[config.mk]
export PLATFORM = sky130hd
export DESIGN_NAME = opnd_cascade_pipe
export DESIGN_NICKNAME = d
export VERILOG_FILES = /design/src/rtl/opnd_pkg.sv /design/src/rtl/opnd_src_sel.sv /design/src/rtl/opnd_stage.sv /design/src/rtl/opnd_tap_sel.sv /design/src/rtl/opnd_cascade_pipe.sv
export SDC_FILE = /design/constraint.sdc
export NUM_CORES = 1
export LEC_CHECK = 0
export ABC_AREA = 1
export BUFFER_PORTS_ARGS = -buffer_cell sky130_fd_sc_hd__buf_2
export CORE_UTILIZATION = 46
export CTS_CLUSTER_SIZE = 14
export DETAILED_ROUTE_END_ITERATION = 7
export PLACE_DENSITY = 0.8
export SYNTH_ARGS = -nofsm -noshare
export SYNTH_HDL_FRONTEND = slang
export SYNTH_SLANG_ARGS = --single-unit
export TNS_END_PERCENT = 20
[constraint.sdc]
create_clock -name clk -period 0.8 [get_ports clk]
set_clock_uncertainty 0.05 [all_clocks]
set_input_delay 0.08 -clock clk [delete_from_list [all_inputs] [get_ports clk]]
set_output_delay 0.08 -clock clk [all_outputs]
set_load 0.02 [all_outputs]
[src/rtl/opnd_pkg.sv]
// Package opnd_pkg
// Shared constants for the operand pipeline: default operand widths and
// the legal range of the stage-count parameter.
package opnd_pkg;
    localparam int unsigned OPND_W_DEF = 30;
    localparam int unsigned MUL_W_DEF  = 25;
    localparam int unsigned MAX_STAGES = 2;
endpackage

[src/rtl/opnd_src_sel.sv]
// Module opnd_src_sel
// Static choice of operand source: fabric input or cascade input.
// Assumes SRC_CASCADE is fixed at build time; the unused input is sunk.
module opnd_src_sel #(
    parameter int unsigned OPND_W      = 30,
    parameter bit          SRC_CASCADE = 1'b0
) (
    input  logic [OPND_W-1:0] fab_in,
    input  logic [OPND_W-1:0] casc_in,
    output logic [OPND_W-1:0] src_out
);
    logic unused_src;

    // Pick the source named by the parameter; the other is left unused.
    generate
        if (SRC_CASCADE) begin : g_casc
            assign src_out    = casc_in;
            assign unused_src = ^fab_in;
        end else begin : g_fab
            assign src_out    = fab_in;
            assign unused_src = ^casc_in;
        end
    endgenerate
endmodule

[src/rtl/opnd_stage.sv]
// Module opnd_stage
// One operand register with a load enable and a synchronous active-low
// clear that takes priority over the enable. Assumes a single clock.
module opnd_stage #(
    parameter int unsigned OPND_W = 30
) (
    input  logic              clk,
    input  logic              rst_n,
    input  logic              ld,
    input  logic [OPND_W-1:0] d,
    output logic [OPND_W-1:0] q
);
    // Clear on reset, else load when enabled, else hold.
    always_ff @(posedge clk) begin
        if (!rst_n) begin
            q <= '0;
        end else if (ld) begin
            q <= d;
        end
    end

    AST_STAGE_CLEARS: assert property (@(posedge clk)
        !rst_n |=> (q == '0));
    AST_STAGE_HOLDS: assert property (@(posedge clk) disable iff (!rst_n)
        !ld |=> $stable(q));
    AST_STAGE_LOADS: assert property (@(posedge clk) disable iff (!rst_n)
        ld |=> (q == $past(d)));
endmodule

[src/rtl/opnd_tap_sel.sv]
// Module opnd_tap_sel
// Chooses the multiplier operand: the early (first-stage) value when the
// mode bit asks for it and a first stage exists, else the last stage.
// Truncates to the multiplier width.
module opnd_tap_sel #(
    parameter int unsigned OPND_W    = 30,
    parameter int unsigned MUL_W     = 25,
    parameter bit          HAS_EARLY = 1'b1
) (
    input  logic              tap_early,
    input  logic [OPND_W-1:0] early_val,
    input  logic [OPND_W-1:0] last_val,
    output logic [MUL_W-1:0]  mul_val
);
    logic unused_tap;

    // Mode bit only matters when a first stage exists.
    generate
        if (HAS_EARLY) begin : g_tap
            assign mul_val    = tap_early ? early_val[MUL_W-1:0] : last_val[MUL_W-1:0];
            assign unused_tap = ^{early_val[OPND_W-1:MUL_W], last_val[OPND_W-1:MUL_W]};
        end else begin : g_notap
            assign mul_val    = last_val[MUL_W-1:0];
            assign unused_tap = ^{tap_early, early_val, last_val[OPND_W-1:MUL_W]};
        end
    endgenerate
endmodule

[src/rtl/opnd_cascade_pipe.sv]
// Module opnd_cascade_pipe (top)
// Input pipeline for one operand of an arithmetic slice: static source
// select, 0/1/2 register stages with independent enables, a mode bit that
// taps the first stage for the multiplier, and a cascade output taken from
// the last active stage. Assumes STAGES is 0, 1 or 2.
module opnd_cascade_pipe #(
    parameter int unsigned OPND_W      = opnd_pkg::OPND_W_DEF,
    parameter int unsigned MUL_W       = opnd_pkg::MUL_W_DEF,
    parameter int unsigned STAGES      = 2,
    parameter bit          SRC_CASCADE = 1'b0
) (
    input  logic              clk,
    input  logic              rst_n,
    input  logic [OPND_W-1:0] fab_in,
    input  logic [OPND_W-1:0] casc_in,
    input  logic              ld_first,
    input  logic              ld_second,
    input  logic              mul_tap_early,
    output logic [OPND_W-1:0] casc_out,
    output logic [MUL_W-1:0]  mul_opnd,
    output logic [OPND_W-1:0] wide_opnd
);
    localparam bit HAS_REGS = (STAGES != 0);
    localparam bit CHAINED  = (STAGES == opnd_pkg::MAX_STAGES);

    logic [OPND_W-1:0] src_val;
    logic [OPND_W-1:0] first_q;
    logic [OPND_W-1:0] second_d;
    logic [OPND_W-1:0] second_q;
    logic [OPND_W-1:0] last_val;
    logic [OPND_W-1:0] early_val;
    logic              unused_top;

    opnd_src_sel #(.OPND_W(OPND_W), .SRC_CASCADE(SRC_CASCADE)) src_i (
        .fab_in (fab_in),
        .casc_in(casc_in),
        .src_out(src_val)
    );

    opnd_stage #(.OPND_W(OPND_W)) first_i (
        .clk  (clk),
        .rst_n(rst_n),
        .ld   (ld_first),
        .d    (src_val),
        .q    (first_q)
    );

    opnd_stage #(.OPND_W(OPND_W)) second_i (
        .clk  (clk),
        .rst_n(rst_n),
        .ld   (ld_second),
        .d    (second_d),
        .q    (second_q)
    );

    // Wire stage inputs and output taps according to the stage count.
    generate
        if (CHAINED) begin : g_two
            assign second_d   = first_q;
            assign last_val   = second_q;
            assign early_val  = first_q;
            assign unused_top = 1'b0;
        end else if (HAS_REGS) begin : g_one
            assign second_d   = src_val;
            assign last_val   = second_q;
            assign early_val  = first_q;
            assign unused_top = 1'b0;
        end else begin : g_zero
            assign second_d   = src_val;
            assign last_val   = src_val;
            assign early_val  = src_val;
            assign unused_top = ^{first_q, second_q, ld_first, ld_second, rst_n};
        end
    endgenerate

    opnd_tap_sel #(.OPND_W(OPND_W), .MUL_W(MUL_W), .HAS_EARLY(HAS_REGS)) tap_i (
        .tap_early(mul_tap_early),
        .early_val(early_val),
        .last_val (last_val),
        .mul_val  (mul_opnd)
    );

    // Adder field and cascade output both come from the last active stage.
    assign wide_opnd = last_val;
    assign casc_out  = last_val;

    generate
        if (HAS_REGS) begin : g_chk
            AST_EARLY_TAP_ONE_CYCLE: assert property (@(posedge clk) disable iff (!rst_n)
                (mul_tap_early && $past(ld_first) && $past(rst_n))
                |-> (mul_opnd == $past(src_val[MUL_W-1:0])));
        end else begin : g_chk0
            // Zero stages: outputs follow the source with no clock in between.
            always_comb begin
                AST_COMB_FOLLOWS: assert (casc_out == src_val || $isunknown(src_val));
            end
        end
    endgenerate
endmodule

Yosys cells after proc, flatten, opt, wreduce, memory -nomap -nowiden --
Index checks and enable logic that the tools add are counted.
Storage, ports and cells: output and inout port bits 85, input bits 65, logic and storage cells 3, register bits 60
Operators by class: mux-type cells 1
Operators with widths (count):
- $mux W25 | 1

Logic depth before layout (Yosys ltp) --
Gate-level depths: netlist of the first run.
word-level depth 1, mapped depth 5, mapped depth without buffers 4

Cells and area by module --
A second synthesis of the first run with hierarchy kept.
Second synthesis, totals: cell total of the unflattened synthesis 521, area total of the unflattened synthesis 3399.5 um^2
Modules (own cells, without submodules):
- opnd_stage | area each 1305.0 um^2, cells an instance 190, instances 2, sequential area each 600.6 um^2
- opnd_tap_sel | area each 339.1 um^2, cells an instance 81, instances 1, sequential area each 0.0 um^2
- opnd_cascade_pipe | area each 225.2 um^2, cells an instance 30, instances 1, sequential area each 0.0 um^2
- opnd_src_sel | area each 225.2 um^2, cells an instance 30, instances 1, sequential area each 0.0 um^2

Worst setup path before layout of the first run --
Ideal clock, no wire load.
path kind register -> output, start point register second_i.q[0], end point output port mul_opnd[0], setup slack -210 ps, arrival time 880 ps, stages on the path, launching flop included 3, required time 670 ps, buffers on the path 0, cells stage by stage dfxtp_1 -> nor2_1 -> a21oi_1
Between the ends: longest elaborated chain between the ends 1
RTL lines:
- from (decl) | RTL line opnd_stage.sv:11 | output logic [OPND_W-1:0] q
- from (signal assigned) | RTL line opnd_stage.sv:16 | q <= '0;
- from (signal assigned) | RTL line opnd_stage.sv:18 | q <= d;
- $mux W25 | RTL line opnd_tap_sel.sv:20 | assign mul_val = tap_early ? early_val[MUL_W-1:0] : last_val[MUL_W-1:0];
- to (decl) | RTL line opnd_cascade_pipe.sv:20 | output logic [MUL_W-1:0] mul_opnd,
No other way between the ends.

Final worst setup path of the first run --
start point register second_i.q[15], end point output port mul_opnd[15]
Same word-level chain as after synthesis.

==> impl_metrics.yaml, run 1 <==
cts:
  root_buffer: "clkbuf_8"
  cts_tree: "done"
  clock_latency_ps: 320
  path_clk_slew_ps: 60
  cts_made_buffers: 9
  clock_path_buffers: 2
  htreeDepth: 3
  cts_sinks: 60
layout:
  design_area_mm2: 0.00474
  drive_gt1_share_pct: 46.6
  nets: 656
  antenna_cells: 0
  syn_to_final_growth_pct: 58.4
  nFillCells: 433
  final_util_pct: 75.1
critical_path:
  critPathMaxFanout: 2
  worstSetupPathType: "register to output port"
  cp-start-kind: "register"
  ff2ff_path_depth: 5
  cp.required_ps: 670
  timing.rr.end: "second_i.q[17]"
  reg2reg_setup_slack_ps: 0
  cp-end-kind: "output port"
  reg2reg_from: "first_i.q[17]"
  crit_arrival_ps: 1020
  cp-endpoint: "mul_opnd[15]"
  cp-startpoint: "second_i.q[15]"
yosys:
  syn_inst: 467
  synth_area_leaders: "dfxtp_1, nor2_1, nand2_1"
  synth_top_area_share_pct: 40.1
  synth.avg_cell_area_um2: 6.41
  synth.distinct_cells: 8
  synth_top_cell_by_area: "dfxtp_1"
  ys_ff_latch: 60
  seq_area_frac_synth_pct: 40.1
  synthesis.nets: 532
  ys_async_sr_fraction_pct: 0
  yosysMostFrequentCell: "nor2_1"
  yosys_most_used_dff: "dfxtp_1"
  synth_warnings: 0
  syn-cell-area_mm2: 0.00299
  synth-edff-count: 0
  synth_common_cells: "nor2_1, nand2_1, dfxtp_1, inv_1, buf_4"
timing:
  tightest_slew_ps: 179
  drv_slew: 0
  setup_viol: 85
  fin_crit_ps: 1150
  setup_slack_ps: -347
  hold_viol: 0
  max_freq_ghz: 0.872
  grt_setup_unrepaired: "yes"
  slew_headroom_pct: 88.1
  period_share_pct: 143
detailed_routing:
  dr.pass1.iters: 4
  drt-initial-drc-count: 68
  drcViolationCount: 0
  ant_nets: 0
  vias: 3087
  post_drt_wl_per_cell_um: 12.5
  wirelength_mm: 8.40
  vias_per_cell: 4.59
power:
  ir_worst_vdd_v: 0.00124
  p_total_w: 0.00792
  p_per_area_mw_per_mm2: 1670
  p_leak_nw: 2.45
placed_design:
  place_congestion: 0.769
  port_buffers: 119
  hpwlAfterDp_mm: 4.56
  place_ws_ps: -126
  post_dp_cell_area_mm2: 0.00362
die:
  dieArea_mm2: 0.00684
  core.rowCount: 29
  die_h_um: 82.7
  coreArea_mm2: 0.00631
  dieWidth_um: 82.7
  initial_utilization_pct: 47.4
  ios: 150
min_path:
  hold_start: "fab_in[24]"
  hold_depth: 5
  min_path_type: "primary input to register"
grt:
  grt_max_degree: 35
  overflow: 0
  grt_pass1_wl_mm: 11.1
  grt_pass1_vias: 2650
  antenna_found_initial: 0
  grtUsageTotal_pct: 21.4
outcome:
  status: "complete, but fails checks"
  violations: "negative setup slack"
flow_run:
  drv_cap: 0
==> stage by stage <==
| step | hold WS, ps | TNS (ps) | cells |
|---|---|---|---|
| 2_1_floorplan | 218 | -175 | 467 |
| 3_3_place_gp | 314 | -1850 | 622 |
| 3_5_place_dp | 322 | -2310 | 622 |
| 4_1_cts | 1.50 | -20210 | 666 |
| 5_1_grt | 24.8 | -23000 | 673 |
| 6_report | 12.7 | -19730 | 673 |
==> flip-flops by register name, summed over array words and instances, names as in the netlist <==
register    cells
second_i.q     30
first_i.q      30
==> repair_timing <==
action                                  CTS  global route
hold buffers                             20             0
setup buffers                             8             7
pin swaps                                12            14
gates resized for setup                 141            99
hold endpoints to repair                 20             0
endpoints found under the setup margin   85            90
==> how the worst min path moves through the flow <==
stage / slack [ps] / endpoint
after floorplan: 220 / first_i.q[0]
after global placement: 310 / first_i.q[20]
after detailed placement: 320 / first_i.q[14]
after CTS: 1 / first_i.q[24]
after global routing: 20 / first_i.q[19]
final: 10 / first_i.q[24]
==> layer usage <==
metal	GRT usage, %	vias up	wire length (um)
met4	11.7	0	260
li1	-	1573	-
met5	0	-	0
met2	40.2	97	4580
met1	21.8	1394	3250
met3	4.62	23	315
==> cells in the final DEF, fill, tap and decap left out, drive strengths merged <==
master,instances
buf,150
nor2,145
nand2,120
inv,60
dfxtp,60
a21oi,25
dlygate4sd3,18
clkbuf,9
clkinv,6
dlymetal6s4s,2
clkinvlp,1
==> report_power, final <==
group          leakage, nW  internal [W]  switching, W
clock network       0.0813       0.00107       0.00112
registers            0.520       0.00320      0.000192
logic                 1.85       0.00111       0.00122
==> layout make-up <==
class,count,area (um^2),share of cell area (%)
clock inverter,7,33.8,0.712
clock buffer,9,124,2.61
tap,77,96.3,2.03
timing repair buffer,170,1620,34.1
sequential,60,1310,27.7
inverter,60,225,4.75
multi-input combinational,290,1330,28.1
==> worst max-delay path: stages (launching register included) <==
cell     delay, ps
dfxtp_4        350
nor2_2         160
a21oi_4         50
buf_6          130
==> kinds of logic (layout without fill, tap and decap cells) <==
kind of cell           count (synthesis)  in the layout  synth area share, %
buffers and inverters                117            246                 22.5
and+or+nand+nor                      265            265                 33.2
AOI/OAI and AO/OA                     25             25                 4.18
DFF                                   60             60                 40.1
(Power assumes the default switching activity.)
==> run 2: changes to the inputs <==
--- a/config.mk
+++ b/config.mk
@@ -7,10 +7,9 @@
 export LEC_CHECK = 0
 export ABC_AREA = 1
 export BUFFER_PORTS_ARGS = -buffer_cell sky130_fd_sc_hd__buf_2
-export CORE_UTILIZATION = 46
+export CORE_UTILIZATION = 33
 export CTS_CLUSTER_SIZE = 14
 export DETAILED_ROUTE_END_ITERATION = 7
-export PLACE_DENSITY = 0.8
 export SYNTH_ARGS = -nofsm -noshare
 export SYNTH_HDL_FRONTEND = slang
 export SYNTH_SLANG_ARGS = --single-unit
==> run 2 against run 1 <==
  * Largest cell class unchanged
  * Utilization shrank 19 points
  * The flow still finishes with violations (negative setup slack)
  * Clock power grew 47%
  * Sequential power is essentially flat
  * Critical endpoint is now mul_opnd[6]
  * Combinational power is essentially flat
  * Cell count grew 7.0%
  * Wire length shrank 9.1%
  * Hold slack gained 8.3 ps
  * Critical path depth is the same
==> impl_metrics.yaml, run 2 (synthesis results as in run 1) <==
detailed_routing:
  post_drt_wl_per_cell_um: 10.6
  vias_per_cell: 4.11
  drt-initial-drc-count: 85
  vias: 2961
  dr.pass1.iters: 4
  ant_nets: 0
  drcViolationCount: 0
  wirelength_mm: 7.64
die:
  die_h_um: 97.3
  ios: 150
  core.rowCount: 34
  coreArea_mm2: 0.00876
  dieArea_mm2: 0.00946
  dieWidth_um: 97.3
  initial_utilization_pct: 34.2
cts:
  cts_made_buffers: 9
  clock_latency_ps: 330
  htreeDepth: 3
  root_buffer: "clkbuf_8"
  cts_tree: "done"
  clock_path_buffers: 2
  path_clk_slew_ps: 70
  cts_sinks: 60
timing:
  slew_headroom_pct: 85.2
  hold_viol: 0
  fin_crit_ps: 1130
  tightest_slew_ps: 223
  setup_viol: 86
  setup_tns_ps: -20860
  max_freq_ghz: 0.883
  drv_slew: 0
  grt_setup_unrepaired: "yes"
  period_share_pct: 142
  setup_slack_ps: -333
power:
  p_leak_nw: 2.53
  p_per_area_mw_per_mm2: 1820
  ir_worst_vdd_v: 0.000630
min_path:
  min_path_type: "primary input to register"
layout:
  drive_gt1_share_pct: 48.0
  design_area_mm2: 0.00488
  final_cell_mix: "nor2_1, nand2_1, buf_6, buf_2, dfxtp_2"
  antenna_cells: 0
  syn_to_final_growth_pct: 63.1
  top_regs: "first_i.q: 30 flops, second_i.q: 30 flops"
  mostFrequentLayoutCell: "nor2_1"
  nets: 672
critical_path:
  worstSetupPathType: "register to output port"
  max_stage_delay_ps: 360
  path_delay_family: "flip-flops"
  reg2reg_setup_slack_ps: -110
  cp-end-kind: "output port"
  crit_arrival_ps: 1000
  cp.required_ps: 670
  cp-start-kind: "register"
  path_buf_inv: 1
  critPathSlowestCell: "dfxtp_2"
  critPathMaxFanout: 3
  crit_path_cell_trace: "nor2_2 -> a21oi_2 -> buf_6"
outcome:
  violations: "negative setup slack"
  status: "complete, but fails checks"
placed_design:
  hpwlAfterDp_mm: 4.82
  post_dp_cell_area_mm2: 0.00367
  place_congestion: 0.733
  port_buffers: 119
grt:
  grt.met3_usage_pct: 2.73
  grt_pass1_vias: 2581
  antenna_found_initial: 0
  overflow: 0
  grt_pass1_wl_mm: 11.7
  grt_use_met1_pct: 18.7
  top_usage_layer: "met2"
  grt_use_met2_pct: 25.9
  grt_max_degree: 41
  grtUsageTotal_pct: 15.3
flow_run:
  drv_cap: 0
-- run 2: cell type report --
cell class | instances | area, um^2
Tap cell | 108 | 135
Timing Repair Buffer | 186 | 1710
Clock inverter | 6 | 103
Clock buffer | 10 | 128
Sequential cell | 60 | 1310
Fill cell | 833 | 3880
Inverter | 60 | 225
Multi-Input combinational cell | 290 | 1280
-- run 2: path summary, 6_finish.rpt --
kind            startpoint        endpoint  cells after the start
max          second_i.q[6]     mul_opnd[6]                      3
min             fab_in[26]   first_i.q[26]                      5
max reg2reg  first_i.q[10]  second_i.q[10]                      6
min reg2reg   first_i.q[0]    first_i.q[0]                      2
-- run 2: power breakdown --
part	internal, W	switching, W	leakage (nW)
Clock	0.00205	0.00118	0.115
Combinational	0.00112	0.00118	1.89
Sequential	0.00321	0.000172	0.519
Total	0.00637	0.00252	2.53
-- run 2: worst register-to-register path: stages, from the launching register on --
cell     delay, ps
dfxtp_2        340
inv_2           40
buf_4          120
buf_4          120
nand2_2         40
nand2_1         50
nor2_1          80
-- run 2: through the flow --
step	util [%]	cells	hold WS, ps	worst slack (ps)	power (W)
3_5_place_dp	41.8	657	324	-105	0.00510
3_3_place_gp	41.8	657	315	-112	0.00508
4_1_cts	51.5	711	4.49	-339	0.00874
5_1_grt	55.7	720	27.0	-391	0.00932
6_report	55.7	720	20.9	-333	0.00890
2_1_floorplan	-	467	218	-7.69	0.00468
-- run 2: layer usage --
metal  routed length [um]  up-vias  part of all wire [%]
li1                     -     1598                     -
met1                 3410     1278                    45
met2                 3790       71                    50
met3                  281       14                   3.7
met4                  153        0                   2.0
met5                    0        -                     0
-- run 2: timing repair --
item | CTS | global route
resized for setup | 124 | 101
pin swaps | 8 | 12
setup buffers | 10 | 9
endpoints found under the hold margin | 28 | 0
endpoints found under the setup margin | 85 | 91
hold buffers | 28 | 0
